**src/rtl/hbw_pkg.sv**
```systemverilog
package hbw_pkg;

  typedef enum logic [2:0] {
    WIN_NONE    = 3'd0,
    WIN_IO      = 3'd1,
    WIN_CFG     = 3'd2,
    WIN_CFGPORT = 3'd3,
    WIN_INTACK  = 3'd4,
    WIN_MEM     = 3'd5
  } win_e;

  typedef struct packed {
    logic issue;
    logic write;
    logic fault;
    win_e win;
  } strobe_t;

endpackage

```
**src/rtl/hbw_io_map.sv**
```systemverilog
module hbw_io_map #(
  parameter int unsigned ADDR_W = 32,
  parameter logic [ADDR_W-1:0] IO_BASE = 32'h8000_0000,
  parameter int unsigned CONTIG_W = 16,
  parameter int unsigned SP_LO_W = 5,
  parameter int unsigned SP_HI_LSB = 12,
  parameter int unsigned SP_HI_W = 15
) (
  input  logic              clk,
  input  logic              rstN,
  input  logic              sparseMode,
  input  logic [ADDR_W-1:0] cpuAddr,
  output logic [ADDR_W-1:0] ioPort
);

  localparam logic [ADDR_W-1:0] CONTIG_MASK = {ADDR_W{1'b1}} >> (ADDR_W - CONTIG_W);
  localparam logic [ADDR_W-1:0] LO_MASK     = {ADDR_W{1'b1}} >> (ADDR_W - SP_LO_W);
  localparam logic [ADDR_W-1:0] HI_MASK     = {ADDR_W{1'b1}} >> (ADDR_W - SP_HI_W);

  logic              modeQ;
  logic [ADDR_W-1:0] offset;
  logic [ADDR_W-1:0] contigPort;
  logic [ADDR_W-1:0] sparsePort;

  always_ff @(posedge clk) begin
    if (!rstN) modeQ <= 1'b0;
    else       modeQ <= sparseMode;
  end

  always_comb begin
    offset     = cpuAddr - IO_BASE;
    contigPort = offset & CONTIG_MASK;
    sparsePort = (((offset >> SP_HI_LSB) & HI_MASK) << SP_LO_W) | (offset & LO_MASK);
    ioPort     = modeQ ? sparsePort : contigPort;
  end

endmodule

```
**src/rtl/hbw_ctrl.sv**
```systemverilog
module hbw_ctrl
  import hbw_pkg::*;
#(
  parameter int unsigned ADDR_W = 32,
  parameter logic [ADDR_W-1:0] CFG_BASE = 32'h8080_0000,
  parameter int unsigned CFG_SPAN_LG = 22,
  parameter logic [ADDR_W-1:0] IO_BASE = 32'h8000_0000,
  parameter logic [ADDR_W-1:0] MEM_BASE = 32'hC000_0000,
  parameter logic [ADDR_W-1:0] INTACK_ADDR = 32'hBFFF_FFF0,
  parameter logic [ADDR_W-1:0] CFGPORT_BASE = 32'h0000_0CF8,
  parameter int unsigned CFGPORT_LG = 3
) (
  input  logic              clk,
  input  logic              rstN,
  input  logic              cpuValid,
  input  logic              cpuWrite,
  input  logic [ADDR_W-1:0] cpuAddr,
  input  logic [2:0]        cpuSize,
  input  logic [ADDR_W-1:0] ioPort,
  output strobe_t           stNow,
  output strobe_t           stReg
);

  win_e win;
  logic sizeOk;
  logic allowed;

  always_comb begin
    win = WIN_NONE;
    if (cpuAddr == INTACK_ADDR) begin
      win = WIN_INTACK;
    end else if ((cpuAddr >> CFG_SPAN_LG) == (CFG_BASE >> CFG_SPAN_LG)) begin
      win = WIN_CFG;
    end else if (cpuAddr >= MEM_BASE) begin
      win = WIN_MEM;
    end else if (cpuAddr >= IO_BASE) begin
      win = ((ioPort >> CFGPORT_LG) == (CFGPORT_BASE >> CFGPORT_LG)) ? WIN_CFGPORT : WIN_IO;
    end
    sizeOk  = (cpuSize == 3'd1) || (cpuSize == 3'd2) || (cpuSize == 3'd4);
    allowed = sizeOk && (win != WIN_NONE) && !((win == WIN_INTACK) && (cpuSize != 3'd1));
    stNow.issue = cpuValid && allowed;
    stNow.write = cpuValid && cpuWrite;
    stNow.fault = cpuValid && !allowed;
    stNow.win   = win;
  end

  always_ff @(posedge clk) begin
    if (!rstN) stReg <= '0;
    else       stReg <= stNow;
  end

endmodule

```
**src/rtl/hbw_datapath.sv**
```systemverilog
module hbw_datapath
  import hbw_pkg::*;
#(
  parameter int unsigned ADDR_W = 32,
  parameter int unsigned DATA_W = 32,
  parameter logic [ADDR_W-1:0] IO_BASE = 32'h8000_0000,
  parameter logic [ADDR_W-1:0] MEM_BASE = 32'hC000_0000,
  parameter int unsigned DEV_LO = 11,
  parameter int unsigned DEV_CNT = 11
) (
  input  logic                  clk,
  input  logic                  rstN,
  input  strobe_t               stNow,
  input  logic [ADDR_W-1:0]     cpuAddr,
  input  logic [2:0]            cpuSize,
  input  logic [DATA_W-1:0]     cpuWdata,
  input  logic [ADDR_W-1:0]     ioPort,
  output logic [ADDR_W-1:0]     bkAddr,
  output logic [2*DATA_W/8-1:0] bkLanes,
  output logic [2*DATA_W-1:0]   bkData
);

  localparam int unsigned BYTES = DATA_W / 8;
  localparam int unsigned LANES = 2 * BYTES;
  localparam int unsigned OFF_W = $clog2(BYTES);
  localparam int unsigned DEV_W = $clog2(DEV_CNT + 1);

  logic [BYTES-1:0]  byteMask;
  logic [DATA_W-1:0] wdataMasked;
  logic [LANES-1:0]  lanesD;
  logic [2*DATA_W-1:0] dataD;
  logic [DEV_W-1:0]  devIdx;
  logic [ADDR_W-1:0] addrD;
  logic [OFF_W-1:0]  laneOff;

  always_comb begin
    laneOff = cpuAddr[OFF_W-1:0];
    for (int b = 0; b < BYTES; b++) begin
      byteMask[b] = (b < int'(cpuSize));
      wdataMasked[8*b +: 8] = byteMask[b] ? cpuWdata[8*b +: 8] : 8'h00;
    end
    lanesD = LANES'(byteMask) << laneOff;
    dataD  = stNow.write ? ((2*DATA_W)'(wdataMasked) << {laneOff, 3'b000}) : '0;
  end

  always_comb begin
    devIdx = DEV_W'(DEV_CNT);
    for (int k = DEV_CNT - 1; k >= 0; k--) begin
      if (cpuAddr[DEV_LO + k]) devIdx = DEV_W'(k);
    end
  end

  always_comb begin
    case (stNow.win)
      WIN_CFG:             addrD = ADDR_W'({devIdx, cpuAddr[DEV_LO-1:0]});
      WIN_IO, WIN_CFGPORT: addrD = IO_BASE + ioPort;
      WIN_MEM:             addrD = cpuAddr - MEM_BASE;
      default:             addrD = '0;
    endcase
  end

  always_ff @(posedge clk) begin
    if (!rstN) begin
      bkAddr  <= '0;
      bkLanes <= '0;
      bkData  <= '0;
    end else if (stNow.issue && !stNow.fault) begin
      bkAddr  <= addrD;
      bkLanes <= lanesD;
      bkData  <= dataD;
    end
  end

endmodule

```
**src/rtl/host_window_decoder.sv**
```systemverilog
module host_window_decoder
  import hbw_pkg::*;
#(
  parameter int unsigned ADDR_W = 32,
  parameter int unsigned DATA_W = 32
) (
  input  logic                  clk,
  input  logic                  rstN,
  input  logic                  cpuValid,
  input  logic                  cpuWrite,
  input  logic [ADDR_W-1:0]     cpuAddr,
  input  logic [2:0]            cpuSize,
  input  logic [DATA_W-1:0]     cpuWdata,
  input  logic                  sparseMode,
  output logic                  bkValid,
  output logic                  bkWrite,
  output logic                  bkError,
  output logic [2:0]            bkWindow,
  output logic [ADDR_W-1:0]     bkAddr,
  output logic [2*DATA_W/8-1:0] bkLanes,
  output logic [2*DATA_W-1:0]   bkData
);

  logic [ADDR_W-1:0] ioPort;
  strobe_t stNow;
  strobe_t stReg;

  hbw_io_map #(.ADDR_W(ADDR_W)) i_ioMap (
    .clk(clk), .rstN(rstN), .sparseMode(sparseMode),
    .cpuAddr(cpuAddr), .ioPort(ioPort)
  );

  hbw_ctrl #(.ADDR_W(ADDR_W)) i_ctrl (
    .clk(clk), .rstN(rstN), .cpuValid(cpuValid), .cpuWrite(cpuWrite),
    .cpuAddr(cpuAddr), .cpuSize(cpuSize), .ioPort(ioPort),
    .stNow(stNow), .stReg(stReg)
  );

  hbw_datapath #(.ADDR_W(ADDR_W), .DATA_W(DATA_W)) i_datapath (
    .clk(clk), .rstN(rstN), .stNow(stNow), .cpuAddr(cpuAddr),
    .cpuSize(cpuSize), .cpuWdata(cpuWdata), .ioPort(ioPort),
    .bkAddr(bkAddr), .bkLanes(bkLanes), .bkData(bkData)
  );

  assign bkValid  = stReg.issue;
  assign bkWrite  = stReg.write;
  assign bkError  = stReg.fault;
  assign bkWindow = stReg.win;

endmodule

```
**config.mk**
```make
export PLATFORM = sky130hd
export DESIGN_NAME = host_window_decoder
export DESIGN_NICKNAME = d
export VERILOG_FILES = /design/src/rtl/hbw_pkg.sv /design/src/rtl/hbw_io_map.sv /design/src/rtl/hbw_ctrl.sv /design/src/rtl/hbw_datapath.sv /design/src/rtl/host_window_decoder.sv
export SDC_FILE = /design/constraint.sdc
export NUM_CORES = 1
export LEC_CHECK = 0
export ABC_AREA = 1
export CORE_MARGIN = 2
export CORE_UTILIZATION = 48
export CTS_BUF_LIST = sky130_fd_sc_hd__clkbuf_2
export CTS_CLUSTER_SIZE = 16
export DETAILED_ROUTE_END_ITERATION = 16
export PLACE_DENSITY = 0.83
export SETUP_SLACK_MARGIN = 0.4
export SYNTH_ARGS = -nofsm -noshare
export SYNTH_HDL_FRONTEND = slang
export SYNTH_SLANG_ARGS = --single-unit
```
**constraint.sdc**
```tcl
create_clock -name clk -period 2.7 [get_ports clk]
set_clock_uncertainty 0.15 [all_clocks]
set_input_delay 0.27 -clock clk [delete_from_list [all_inputs] [get_ports clk]]
set_output_delay 0.27 -clock clk [all_outputs]
set_load 0.01 [all_outputs]
```
==> results.sh, run 1 <==
export IMPL_routedLengthMet1_um=8520
export IMPL_numCtsBuffers=9
export IMPL_worst_slack_ns=0.634
export IMPL_routed_wl_um=18100
export IMPL_die_w_um=111
export IMPL_crit_chain="clkdlybuf4s50_1 > ha_1 > nand2_1 > nor2_2 > nand2_1 > nand2_1 > nand4_1 > nand4_4 > buf_12 > nand2_1 > nand2_1 > nor2_1"
export IMPL_cp_common_cell="nand2_1"
export IMPL_routed_top_layer="met4"
export IMPL_dp_cells=1178
export IMPL_gp_congestion=1.04
export IMPL_initial_core_util_pct=49.8
export IMPL_setup_viol=0
export IMPL_cts_tree="yes"
export IMPL_root_buffer="clkbuf_2"
export IMPL_synth_top_area_share_pct=37.3
export IMPL_maxCapViolCount=0
export IMPL_syn_area_per_cell_um2=6.17
export IMPL_wire_per_inst_um=15.1
export IMPL_grt_ovfl_total=0
export IMPL_placed_area_mm2=0.00738
export IMPL_synth_area_top_cells="dfxtp_1 (37%), nand2_1 (20%), nor2_1 (10%), nand3_1 (5.9%), inv_1 (5.1%)"
export IMPL_boundaryPins=182
export IMPL_dieArea_mm2=0.0123
export IMPL_multi_input_area_mm2=0.00288
export IMPL_synth_edf_count=0
export IMPL_grt_max_degree=78
export IMPL_die_h_um=111
export IMPL_total_power_mw=3.14
export IMPL_synth_top_area_cell="dfxtp_1"
export IMPL_area_delta_synth_final_pct=37.9
export IMPL_grt_first_pass_wirelength_um=28600
export IMPL_cts_setup_buffers=0
export IMPL_final_layout_size_suffix_gt1_share_pct=5.87
export IMPL_preCtsSetupSlack_ns=0.0555
export IMPL_register_area_mm2=0.00204
export IMPL_hpwl_um=13600
export IMPL_rsz0062_at_grt="no"
export IMPL_rows=38
export IMPL_viasPerCell=5.22
export IMPL_final_cell_area_mm2=0.00755
export IMPL_p_per_area_mw_per_mm2=416
export IMPL_critPathMaxFanout=77
export IMPL_fin_crit_sh_pct=76.5
export IMPL_vias=6252
export IMPL_ys_seq_area_share_pct=37.3
export IMPL_wl_met2_um=7560
export IMPL_drtIter0Drc=622
export IMPL_path_class="primary input to flip-flop"
export IMPL_wl_met3_um=1710
export IMPL_leakagePower_nw=3.40
export IMPL_n_fill_cell=1016
export IMPL_whs_ns=0.0988
export IMPL_worstHoldPathType="primary input to flip-flop"
export IMPL_clock_fmax_mhz=484
export IMPL_r2r_slack_ns=0.64
export IMPL_grtUsageTotal_pct=28.7
export IMPL_clockBufferDepth=2
export IMPL_grt_pass1_vias=5400
export IMPL_synth_most_common_cell="nand2_1"
export IMPL_max_stage_delay_ns=0.51
export IMPL_h_tree_depth=3
export IMPL_irDropWorstVdd_v=0.000323
export IMPL_endpoint_kind="flip-flop"
export IMPL_synth_cells=887
export IMPL_clk_pin_slew_ns=0.26
export IMPL_synth_ff_latch_count=102
export IMPL_startpoint_type="primary input"
export IMPL_fin_crit_ns=2.07
export IMPL_slew_headroom_pct=49.8
export IMPL_antenna_found_initial=1
export IMPL_worstPathRequired_ns=3.06
export IMPL_netlist_area_mm2=0.00547
export IMPL_drv_slew=0
export IMPL_worst_slew_pin_slew_ns=0.751
export IMPL_utilization_pct=68.7
export IMPL_hold_viol_final=0
export IMPL_port_buffer_count=172
export IMPL_cp_arrival_ns=2.43
export IMPL_synth_flop_cell="dfxtp_1"
export IMPL_slowest_stage="clkdlybuf4s50_1"
export IMPL_finalSetupTns_ns=0
export IMPL_clkLatencyLatePin_ns=0.58
export IMPL_synthTopCellsByCount="nand2_1 (287), nor2_1 (153), dfxtp_1 (102)"
export IMPL_yosysWarnings=0
export IMPL_nets=1125
export IMPL_antenna_left=0
export IMPL_async_reset_ff_share_pct=0
export IMPL_cts_sinks=102
export IMPL_finalNonFillerCells=1197
export IMPL_dr_pass1_iters=6
export IMPL_status="completed"
export IMPL_synth_cell_type_count=31
export IMPL_drc_errors=0
export IMPL_core_area_mm2=0.0110
[worst paths after layout]
kind                        start                     to  cells after the start
max reg2reg         i_ioMap.modeQ        i_ctrl.stReg[1]                      4
min                      cpuWrite        i_ctrl.stReg[4]                      3
min reg2reg  i_datapath.bkAddr[2]   i_datapath.bkAddr[2]                      2
max                   cpuAddr[31]  i_datapath.bkData[20]                     12
[report_power, final]
part	internal [mW]	switching [mW]	total, mW
Clock	0.320	0.531	0.852
Sequential	1.56	0.0307	1.59
Combinational	0.306	0.397	0.704
[kinds of logic (layout without fill, tap and decap cells)]
group	Yosys count	in the layout	synth area share (%)
buf+inv	140	301	10.9
other cells	1	10	0.0685
simple gates	530	530	39.1
fa+ha+maj	2	2	0.457
flops	102	102	37.3
compound gates	112	112	12.2
[final cells by class]
class,count,share of cell area [%]
Multi-Input combinational cell,653,38.2
Clock buffer,10,0.663
Timing Repair Buffer,205,26.6
Tap cell,140,2.32
Antenna cell,1,0.0332
Clock inverter,6,1.21
Inverter,80,3.98
Sequential cell,102,27.1
[timing repair]
| item | in CTS | in global routing |
|---|---|---|
| resized for setup | 0 | 0 |
| endpoints found under the hold margin | 12 | 0 |
| hold buffers | 2 | 0 |
[worst max-delay path: cells and delay by family]
| kind | cells | cell delay [ns] |
|---|---|---|
| adder cells (fa/ha/maj) | 1 | 0.21 |
| buffers and inverters | 2 | 0.81 |
| AND/OR/NAND/NOR | 9 | 1.10 |
[layout by cell type, fill, tap and decap left out, types with 2 or more instances in the layout]
cell / synthesis / final
a21oi_1: 27 / 27
a31oi_1: 8 / 8
a32oi_1: 8 / 8
buf_12: 0 / 3
buf_4: 12 / 28
bufinv_16: 0 / 2
clkbuf_2: 0 / 10
clkdlybuf4s50_1: 0 / 171
clkinv_1: 2 / 2
conb_1: 1 / 9
dfxtp_1: 102 / 102
dlygate4sd3_1: 0 / 2
ha_1: 2 / 2
inv_1: 75 / 75
inv_2: 3 / 3
inv_6: 0 / 3
nand2_1: 287 / 287
nand3_1: 65 / 65
nand4_1: 11 / 11
nor2_1: 153 / 153
nor2_2: 4 / 3
nor3_1: 2 / 2
nor4_1: 3 / 3
o21a_1: 2 / 2
o21ai_0: 34 / 34
o22ai_1: 30 / 30
or2_2: 2 / 2
[sequential cells by signal, summed over array words and instances, names as in the netlist]
name / count
i_datapath.bkLanes: 7
i_datapath.bkData: 56
i_ctrl.stReg: 6
i_ioMap.modeQ: 1
i_datapath.bkAddr: 32
[per-layer routing]
layer / vias up / GRT usage, %
met3: 32 / 5.58
li1: 3142 / -
met2: 336 / 41.1
met1: 2742 / 43.7
met4: 0 / 7.75
met5: - / 0
(Power assumes the default switching activity.)
==> run 2, diff against run 1 <==
clock period = 2.1 ns   (was 2.7 ns; I/O delays follow)
==> run 2 against run 1 <==
Die area unchanged. Utilization increased by 10 points. Critical path depth rose by 4. Sequential power up 28%. Highest routed layer unchanged. Cell count grew 11%. Cell area increased by 15%. Clock power rose by 8.6%. Critical path type unchanged. Hold slack got worse by 0.082 ns.
==> results.sh, run 2 (synthesis results as in run 1) <==
export IMPL_top_regs="i_datapath.bkData (56), i_datapath.bkAddr (32), i_datapath.bkLanes (7)"
export IMPL_critPathMaxFanout=15
export IMPL_numCtsBuffers=9
export IMPL_routed_top_layer="met4"
export IMPL_antenna_found_initial=0
export IMPL_cp_arrival_ns=2.25
export IMPL_r2r_start="i_ioMap.modeQ"
export IMPL_hold_viol_final=0
export IMPL_antenna_left=0
export IMPL_worst_slew_pin_slew_ns=0.563
export IMPL_worstPathRequired_ns=2.53
export IMPL_hold_end="i_datapath.bkAddr[11]"
export IMPL_wl_met2_um=10200
export IMPL_r2r_slack_ns=0.54
export IMPL_fin_crit_ns=1.82
export IMPL_clkLatencyLatePin_ns=0.66
export IMPL_cts_tree="yes"
export IMPL_drtIter0Drc=799
export IMPL_cts_sinks=102
export IMPL_grt_ovfl_total=0
export IMPL_n_fill_cell=807
export IMPL_wire_per_inst_um=17.1
export IMPL_vias=7330
export IMPL_routedLengthMet1_um=9230
export IMPL_slowest_stage="dlygate4sd2_1"
export IMPL_maxCapViolCount=0
export IMPL_register_area_mm2=0.00217
export IMPL_drv_slew=0
export IMPL_dieArea_mm2=0.0123
export IMPL_r2r_end="i_ctrl.stReg[1]"
export IMPL_h_tree_depth=3
export IMPL_grtUsageTotal_pct=33.1
export IMPL_setup_viol=0
export IMPL_leakagePower_nw=4.37
export IMPL_area_delta_synth_final_pct=58.6
export IMPL_routed_wl_um=22700
export IMPL_startpoint_type="primary input"
export IMPL_slew_headroom_pct=62.3
export IMPL_multi_input_area_mm2=0.00298
export IMPL_dr_pass1_iters=6
export IMPL_boundaryPins=182
export IMPL_clock_fmax_mhz=549
export IMPL_regMostFlops="i_datapath.bkData"
export IMPL_die_w_um=111
export IMPL_worstHoldPathType="primary input to flip-flop"
export IMPL_total_power_mw=4.07
export IMPL_holdPathStages=8
export IMPL_hpwl_um=14800
export IMPL_max_stage_delay_ns=0.28
export IMPL_clockBufferDepth=2
export IMPL_holdCritStartpoint="cpuAddr[13]"
export IMPL_root_buffer="clkbuf_2"
export IMPL_status="completed"
export IMPL_fin_crit_sh_pct=86.8
export IMPL_nets=1256
export IMPL_n_antenna_cell=0
export IMPL_grt_max_degree=41
export IMPL_initial_core_util_pct=49.8
export IMPL_final_layout_size_suffix_gt1_share_pct=29.7
export IMPL_reg2reg_depth=6
export IMPL_rsz0062_at_grt="yes"
export IMPL_crit_chain="dlygate4sd2_1 > nor2_2 > nand2_2 > nor2_4 > nand2_2 > nor2_1 > nor2_1 > nand4_1 > nand4_4 > buf_6 > nor2_4 > buf_6 > buf_12 > buf_16 > nand2_1 > nand2_1"
export IMPL_irDropWorstVdd_v=0.000503
export IMPL_endpoint_kind="flip-flop"
export IMPL_drc_errors=0
export IMPL_gp_congestion=0.997
export IMPL_grt_first_pass_wirelength_um=32900
export IMPL_wl_met3_um=2370
export IMPL_viasPerCell=5.52
export IMPL_path_class="primary input to flip-flop"
export IMPL_die_h_um=111
export IMPL_clk_pin_slew_ns=0.26
export IMPL_grt_pass1_vias=6385
export IMPL_rows=38
export IMPL_largest_reg_flops=56
export IMPL_core_area_mm2=0.0110
export IMPL_port_buffer_count=172
export IMPL_whs_ns=0.0164
export IMPL_final_common_cell="nand2_1"
export IMPL_p_per_area_mw_per_mm2=469
export IMPL_layout_common_cells="nand2_1 (280), nor2_1 (142), buf_4 (127)"
## run 2: worst max path at each step
stage / start / end / slack, ns / cells past startpoint
final: cpuAddr[18] / i_datapath.bkLanes[5] / 0.28 / 16
after global routing: cpuAddr[18] / i_datapath.bkLanes[5] / 0.28 / 16
after CTS: cpuAddr[29] / i_datapath.bkLanes[1] / 0.31 / 16
after detailed placement: cpuAddr[30] / i_datapath.bkAddr[26] / -0.52 / 14
after global placement: cpuAddr[30] / i_datapath.bkData[9] / -0.44 / 14
after floorplan: cpuAddr[30] / i_datapath.bkAddr[31] / 0.35 / 15
## run 2: power breakdown
part           total (mW)  switching, mW  internal (mW)  leakage (nW)
sequential           2.04         0.0339           2.01         0.875
combinational        1.10          0.605          0.498          3.43
clock               0.925          0.753          0.172        0.0631
## run 2: per-stage QoR
stage / cells / util (%) / cell area (µm²) / TNS (ns) / worst slack [ns]
2_1_floorplan: 895 / - / 5600 / 0 / 0.347
3_3_place_gp: 1241 / 72.5 / 7960 / -37.14 / -0.436
3_5_place_dp: 1241 / 72.5 / 7960 / -43.06 / -0.517
4_1_cts: 1299 / 77.8 / 8550 / 0 / 0.314
5_1_grt: 1327 / 79.0 / 8680 / 0 / 0.278
6_report: 1327 / 79.0 / 8680 / 0 / 0.277
## run 2: area by class of cell
| cell class | count | share of cell area, % |
|---|---|---|
| Inverter | 80 | 3.63 |
| Tap cell | 140 | 2.02 |
| Multi-Input combinational cell | 653 | 34.4 |
| Clock buffer | 10 | 0.577 |
| Timing Repair Buffer | 336 | 33.9 |
| Clock inverter | 6 | 0.504 |
| Sequential cell | 102 | 25.0 |
## run 2: routing by layer
layer  track usage (%)  vias to the layer above
met5                 0                        -
met4              11.9                        0
met3              9.90                       92
met2              51.4                      508
met1              43.7                     3325
li1                  -                     3405
## run 2: worst max-delay path: cells and delay by family
kind          cells  cell delay [ns]
buf+inv           5             0.78
simple gates     11             1.27
## run 2: repair_timing
item / 4_1_cts / 5_1_grt
buffers inserted: 31 / 17
hold buffers: 7 / 11
pin swaps: 18 / 23
hold endpoints to repair: 98 / 12
gates cloned: 4 / 0
setup endpoints to repair: 198 / 191
gates resized for setup: 268 / 158
==> run 3, diff against run 2 <==
SLEW_MARGIN = 20   (was unset)
==> results of run 3 <==
No change in the layout: final DEF, timing and power equal those of run 2.
